--- src/rtl/csr_rmw_pkg.sv ---
package csr_rmw_pkg;

  localparam int CNT_LO  = 3;
  localparam int CNT_HI  = 31;
  localparam int NUM_CNT = CNT_HI - CNT_LO + 1;

  localparam logic [11:0] ADDR_MSCR = 12'h340;
  localparam logic [11:0] ADDR_SSCR = 12'h140;
  localparam logic [11:0] ADDR_USCR = 12'h800;
  localparam logic [11:0] ADDR_HART = 12'hF14;
  localparam logic [6:0]  MCNTH_PAGE = 7'h5C; // 0xB80 >> 5
  localparam logic [6:0]  UCNTH_PAGE = 7'h64; // 0xC80 >> 5

  localparam logic [4:0]  EXC_CODE_ILLEGAL = 5'd2;

  typedef enum logic [2:0] {
    KIND_NONE, KIND_MSCR, KIND_SSCR, KIND_USCR, KIND_MCNTH, KIND_UCNTH, KIND_HART
  } csrKind_e;

  typedef enum logic [1:0] {
    EXC_NONE   = 2'd0,
    EXC_UNIMPL = 2'd1,
    EXC_MODE   = 2'd2,
    EXC_RDONLY = 2'd3
  } excReason_e;

  typedef struct packed {
    logic       respond;
    logic       wrEn;
    logic       rdWe;
    logic       excRaise;
    excReason_e reason;
    logic       clrOp;
    logic       immOp;
    csrKind_e   kind;
  } ctrlStrobe_t;

  function automatic csrKind_e csrDecode(input logic [11:0] addr);
    csrKind_e k;
    k = KIND_NONE;
    if (addr == ADDR_MSCR) k = KIND_MSCR;
    else if (addr == ADDR_SSCR) k = KIND_SSCR;
    else if (addr == ADDR_USCR) k = KIND_USCR;
    else if (addr == ADDR_HART) k = KIND_HART;
    else if (addr[11:5] == MCNTH_PAGE && addr[4:0] >= 5'(CNT_LO)) k = KIND_MCNTH;
    else if (addr[11:5] == UCNTH_PAGE && addr[4:0] >= 5'(CNT_LO)) k = KIND_UCNTH;
    return k;
  endfunction

endpackage

--- src/rtl/csr_rmw_ctrl.sv ---
module csr_rmw_ctrl
  import csr_rmw_pkg::*;
(
  input  logic        reqValid,
  input  logic [1:0]  reqOp,
  input  logic [11:0] reqAddr,
  input  logic [4:0]  reqSrcIdx,
  input  logic [4:0]  reqRdIdx,
  input  logic [1:0]  privMode,
  output ctrlStrobe_t strobe
);

  csrKind_e kind;
  logic     wantWrite;
  logic     implemented;
  logic     modeOk;
  logic     writable;

  always_comb begin
    kind        = csrDecode(reqAddr);
    wantWrite   = (reqSrcIdx != 5'd0);
    implemented = (kind != KIND_NONE);
    modeOk      = (privMode >= reqAddr[9:8]);
    writable    = (reqAddr[11:10] != 2'b11);
  end

  // fixed priority: existence, then privilege, then writability
  always_comb begin
    strobe          = '0;
    strobe.kind     = kind;
    strobe.clrOp    = reqOp[0];
    strobe.immOp    = reqOp[1];
    strobe.respond  = reqValid;
    strobe.reason   = EXC_NONE;
    if (reqValid) begin
      if (!implemented) begin
        strobe.excRaise = 1'b1;
        strobe.reason   = EXC_UNIMPL;
      end else if (!modeOk) begin
        strobe.excRaise = 1'b1;
        strobe.reason   = EXC_MODE;
      end else if (wantWrite && !writable) begin
        strobe.excRaise = 1'b1;
        strobe.reason   = EXC_RDONLY;
      end else begin
        strobe.wrEn = wantWrite;
        strobe.rdWe = (reqRdIdx != 5'd0);
      end
    end
  end

endmodule

--- src/rtl/csr_rmw_dp.sv ---
module csr_rmw_dp
  import csr_rmw_pkg::*;
#(
  parameter int          XLEN    = 32,
  parameter int          ILEN    = 32,
  parameter logic [31:0] HART_ID = 32'h0000_0007
) (
  input  logic             clk,
  input  logic             rstN,
  input  ctrlStrobe_t      strobe,
  input  logic [11:0]      reqAddr,
  input  logic [4:0]       reqSrcIdx,
  input  logic [XLEN-1:0]  reqSrcVal,
  input  logic [4:0]       reqRdIdx,
  input  logic [ILEN-1:0]  reqInsn,
  output logic             rdWe,
  output logic [4:0]       rdIdx,
  output logic [XLEN-1:0]  rdData,
  output logic             excValid,
  output logic [4:0]       excCode,
  output logic [1:0]       excReason,
  output logic [ILEN-1:0]  excTval
);

  localparam int IMM_W = 5;

  logic [XLEN-1:0] mScr, sScr, uScr;
  logic [XLEN-1:0] cntHi [NUM_CNT];
  logic [4:0]      cntSel;
  logic [XLEN-1:0] readCnt;
  logic [XLEN-1:0] oldVal;
  logic [XLEN-1:0] mask;
  logic [XLEN-1:0] newVal;

  assign cntSel = reqAddr[4:0] - 5'(CNT_LO);

  always_comb begin
    readCnt = '0;
    for (int i = 0; i < NUM_CNT; i++) begin
      if (cntSel == 5'(i)) readCnt = cntHi[i];
    end
  end

  always_comb begin
    unique case (strobe.kind)
      KIND_MSCR:  oldVal = mScr;
      KIND_SSCR:  oldVal = sScr;
      KIND_USCR:  oldVal = uScr;
      KIND_MCNTH,
      KIND_UCNTH: oldVal = readCnt;
      KIND_HART:  oldVal = XLEN'(HART_ID);
      default:    oldVal = '0;
    endcase
  end

  assign mask   = strobe.immOp ? {{(XLEN-IMM_W){1'b0}}, reqSrcIdx} : reqSrcVal;
  assign newVal = strobe.clrOp ? (oldVal & ~mask) : (oldVal | mask);

  always_ff @(posedge clk or negedge rstN) begin
    if (!rstN) begin
      mScr <= '0;
      sScr <= '0;
      uScr <= '0;
    end else if (strobe.wrEn) begin
      if (strobe.kind == KIND_MSCR) mScr <= newVal;
      if (strobe.kind == KIND_SSCR) sScr <= newVal;
      if (strobe.kind == KIND_USCR) uScr <= newVal;
    end
  end

  for (genvar g = 0; g < NUM_CNT; g++) begin : g_cnt
    logic hit;
    assign hit = strobe.wrEn && (strobe.kind == KIND_MCNTH) && (cntSel == 5'(g));
    always_ff @(posedge clk or negedge rstN) begin
      if (!rstN)    cntHi[g] <= '0;
      else if (hit) cntHi[g] <= newVal;
    end
  end

  always_ff @(posedge clk or negedge rstN) begin
    if (!rstN) begin
      rdWe      <= 1'b0;
      rdIdx     <= '0;
      rdData    <= '0;
      excValid  <= 1'b0;
      excCode   <= '0;
      excReason <= '0;
      excTval   <= '0;
    end else begin
      rdWe     <= strobe.rdWe;
      excValid <= strobe.excRaise;
      if (strobe.respond) begin
        rdIdx     <= reqRdIdx;
        rdData    <= oldVal;
        excReason <= strobe.reason;
        excCode   <= strobe.excRaise ? EXC_CODE_ILLEGAL : 5'd0;
        excTval   <= strobe.excRaise ? reqInsn : '0;
      end
    end
  end

endmodule

--- src/rtl/csr_rmw_unit.sv ---
module csr_rmw_unit
  import csr_rmw_pkg::*;
#(
  parameter int          XLEN    = 32,
  parameter int          ILEN    = 32,
  parameter logic [31:0] HART_ID = 32'h0000_0007
) (
  input  logic             clk,
  input  logic             rstN,
  input  logic             reqValid,
  input  logic [1:0]       reqOp,
  input  logic [11:0]      reqAddr,
  input  logic [4:0]       reqSrcIdx,
  input  logic [XLEN-1:0]  reqSrcVal,
  input  logic [4:0]       reqRdIdx,
  input  logic [ILEN-1:0]  reqInsn,
  input  logic [1:0]       privMode,
  output logic             rdWe,
  output logic [4:0]       rdIdx,
  output logic [XLEN-1:0]  rdData,
  output logic             excValid,
  output logic [4:0]       excCode,
  output logic [1:0]       excReason,
  output logic [ILEN-1:0]  excTval
);

  ctrlStrobe_t strobe;

  csr_rmw_ctrl u_ctrl (
    .reqValid (reqValid),
    .reqOp    (reqOp),
    .reqAddr  (reqAddr),
    .reqSrcIdx(reqSrcIdx),
    .reqRdIdx (reqRdIdx),
    .privMode (privMode),
    .strobe   (strobe)
  );

  csr_rmw_dp #(
    .XLEN   (XLEN),
    .ILEN   (ILEN),
    .HART_ID(HART_ID)
  ) u_dp (
    .clk      (clk),
    .rstN     (rstN),
    .strobe   (strobe),
    .reqAddr  (reqAddr),
    .reqSrcIdx(reqSrcIdx),
    .reqSrcVal(reqSrcVal),
    .reqRdIdx (reqRdIdx),
    .reqInsn  (reqInsn),
    .rdWe     (rdWe),
    .rdIdx    (rdIdx),
    .rdData   (rdData),
    .excValid (excValid),
    .excCode  (excCode),
    .excReason(excReason),
    .excTval  (excTval)
  );

endmodule

--- config.mk ---
export PLATFORM = sky130hd
export DESIGN_NAME = csr_rmw_unit
export DESIGN_NICKNAME = d
export VERILOG_FILES = /design/src/rtl/csr_rmw_pkg.sv /design/src/rtl/csr_rmw_ctrl.sv /design/src/rtl/csr_rmw_dp.sv /design/src/rtl/csr_rmw_unit.sv
export SDC_FILE = /design/constraint.sdc
export NUM_CORES = 2
export LEC_CHECK = 0
export ABC_CLOCK_PERIOD_IN_PS = 3000
export BUFFER_PORTS_ARGS = -buffer_cell sky130_fd_sc_hd__clkbuf_2
export CAP_MARGIN = 20
export CORE_MARGIN = 2
export CORE_UTILIZATION = 24
export DETAILED_ROUTE_END_ITERATION = 6
export PLACE_DENSITY_LB_ADDON = 0.05
export SETUP_SLACK_MARGIN = 0.1
export SYNTH_ARGS = -nofsm -noshare
export SYNTH_HDL_FRONTEND = slang
export SYNTH_SLANG_ARGS = --single-unit
--- constraint.sdc ---
create_clock -name clk -period 3 [get_ports clk]
set_input_delay 0.6 -clock clk [delete_from_list [all_inputs] [get_ports clk]]
set_output_delay 0.6 -clock clk [all_outputs]
set_load 0.01 [all_outputs]
==> reports/qor.txt <==
crit-path cells = buf_12, buf_12, or3b_4, buf_6, nor2_4, buf_12, buf_4, buf_4, a22o_1, nor4_2, buf_4, a21oi_1, buf_4, or3_1, o211ai_1, buf_4, buf_12, o21ai_2
clock net sink count = 1,098
initial antenna violation count = 19
top cells by area, synth = dfrtp_1, nand2_1, o21ai_0
Post-synth ARST share = 1.00
worst path arrival time = 3.61 ns
filler instances = 20,700
most frequent cells in the layout = dfrtp_1, nand2_1, buf_4
top-area cell type share of the netlist area = 0.561
final instance area = 0.0680 mm^2
status = finished clean
synth unique cells = 98
TritonCTS clock tree = yes
Finish-stage setup viols = 0
Routed Wire Length = 242,000 um
Relative slew margins = 0.354
vias in the first global route = 41,400
Min Clock Period, post-route = 2.94 ns
Setup TNS = 0 ns
root buffer cell = clkbuf_16
FF-to-FF setup slack = 0.11 ns
Total Routing Usage GR = 0.224
Crit Path Class = input pin to flip-flop
Non-Filler Instances = 8,490
worst setup path startpoint = reqAddr[3]
Critical Path End Type = flip-flop
placed insts = 8,108
die area = 0.208 mm^2
Pwr Total = 35.5 mW
die height = 456 um
Slowest-stage cell, CP = or3_1
Cell Area, Placed = 0.0601 mm^2
Die Wd = 456 um
Worst setup SP type = input pin
Routability Congestion = 0.810
Detailed Routing Iterations Pass 1 = 6
Core Box Area = 0.202 mm^2
first-pass GRT wire length = 334,000 um
final hold violation count = 0
worst-path maximum fanout = 7
final antenna-violating net count = 0
#FFs+latches synth = 1,098
DP Worst Slack = -1.61 ns
Setup WS post-layout = 0.0604 ns
Synth Instances = 4,868
HP Class = input pin to flip-flop
clock buffer depth = 3
post-DP HPWL = 168,000 um
f_max = 340 MHz
multi-input logic area = 0.0209 mm^2
dominant synthesized flop cell = dfrtp_1
fin util = 0.336
PD cells = 521 mW/mm^2
total congestion overflow = 0
Req. time, crit path = 3.67 ns
most common cell after layout, fill and taps aside = dfrtp_1
slowest stage delay, CP = 0.32 ns
post-synth top area cell = dfrtp_1
Mapped Area = 0.0489 mm^2
LEAKAGE = 30.4 nW
Fin Hold WS = 0.305 ns
CTS clk-pin slew, worst paths = 0.05 ns
largest net degree at the start of global routing = 103
final max-slew violation count = 0
number of synthesized flops with an enable pin = 0
# rows = 165
via-per-instance ratio = 4.90
crit share post-route = 0.980
PortBufs = 166
register area = 0.0275 mm^2
hold_sp = reqAddr[11]
sequential fraction of the synthesis area = 0.561
DR WL/cell = 28.5 um
CP most frequent cell = buf_4
via count = 41,600
DRT iter0 DRCs = 3,269
DRC viols = 0
Num CTS Buffers = 141
Worst-Skew Late Latency = 0.82 ns
Initial Utilization = 0.242
fin nets = 5,795
skew final = 0.0364 ns
layout cells sized above 1 = 0.317
I/O pin cnt = 171
measured slew at the worst slew-check pin = 0.967 ns
maxcap violations = 0
synth-to-layout area growth = 38.9%
synth warn = 0
RSZ-0062 raised after global routing = true
RR Startpoint = u_dp.cntHi[434]
H-Tree Level Count = 4
Avg Cell Area, Syn = 10.1 um^2
VDD IR-drop max = 0.547 mV
## sequential cells by signal, summed over array words and instances (netlist names)
register        flops
u_dp.mScr          32
u_dp.excTval       32
u_dp.cntHi        928
u_dp.rdWe           1
u_dp.uScr          32
u_dp.rdData        32
u_dp.excCode        1
u_dp.excValid       1
u_dp.excReason      2
u_dp.rdIdx          5
u_dp.sScr          32
## worst paths after layout
path,endpoint,cells after the start
max,u_dp.cntHi[412],18
min,u_dp.excReason[0],4
max reg2reg,u_dp.cntHi[434],12
min reg2reg,u_dp.cntHi[880],2
max in group asynchronous,u_dp.mScr[9],4
min in group asynchronous,u_dp.cntHi[739],2
## routing by layer
layer	global-route usage	up-vias	wire, um
met5	0	-	0
met3	0.0244	219	9710
met1	0.321	21300	117000
met4	0.0470	0	4640
met2	0.363	946	111000
li1	-	19100	-
## worst max-delay path, delay by kind of cell
family | cells | cell delay, ns
AO/OA/AOI/OAI | 4 | 0.54
AND/OR/NAND/NOR | 4 | 0.77
buffers and inverters | 10 | 1.63
## power breakdown
group | leakage [nW] | internal (mW) | switching, mW | total (mW)
registers | 15.2 | 14.9 | 0.0586 | 15.0
logic | 12.9 | 1.12 | 1.92 | 3.04
clock network | 2.32 | 10.3 | 7.13 | 17.4
## logic make-up (layout without fill, tap and decap cells)
logic type	after synthesis	in the layout	share of synthesized area
AO/OA/AOI/OAI	1559	1559	0.196
adder cells (fa/ha/maj)	2	2	0.000511
buffers and inverters	461	1401	0.0436
multiplexers	293	293	0.0672
flip-flops	1098	1098	0.561
AND/OR/NAND/NOR	1454	1454	0.131
other	1	11	0.0000766
## timing repair
action,CTS,global route
resized for setup,137,251
buffers inserted,27,26
hold endpoints to repair,65,0
gates cloned,9,23
hold buffers,38,0
pin swaps,29,65
setup endpoints to repair,999,960
## final cells by class
type | count | area share
clock inverter | 32 | 0.00587
multi-input combinational | 3312 | 0.307
tap | 2672 | 0.0492
timing repair buffer | 1133 | 0.169
clock buffer | 222 | 0.0634
sequential | 1098 | 0.404
antenna | 7 | 0.000258
inverter | 14 | 0.000773
## Yosys cell counts (28+ instances only)
cell type	n
a31oi_1	54
clkbuf_1	240
and3_1	28
dfrtp_1	1098
nand3_1	101
buf_2	148
nor3_1	41
nand4_1	32
a22o_1	80
mux2_2	252
o21ai_0	584
nor2_1	207
o21ai_1	193
o22ai_1	33
a22oi_1	183
a21oi_1	189
nand2_1	883
(Power assumes the default switching activity.)
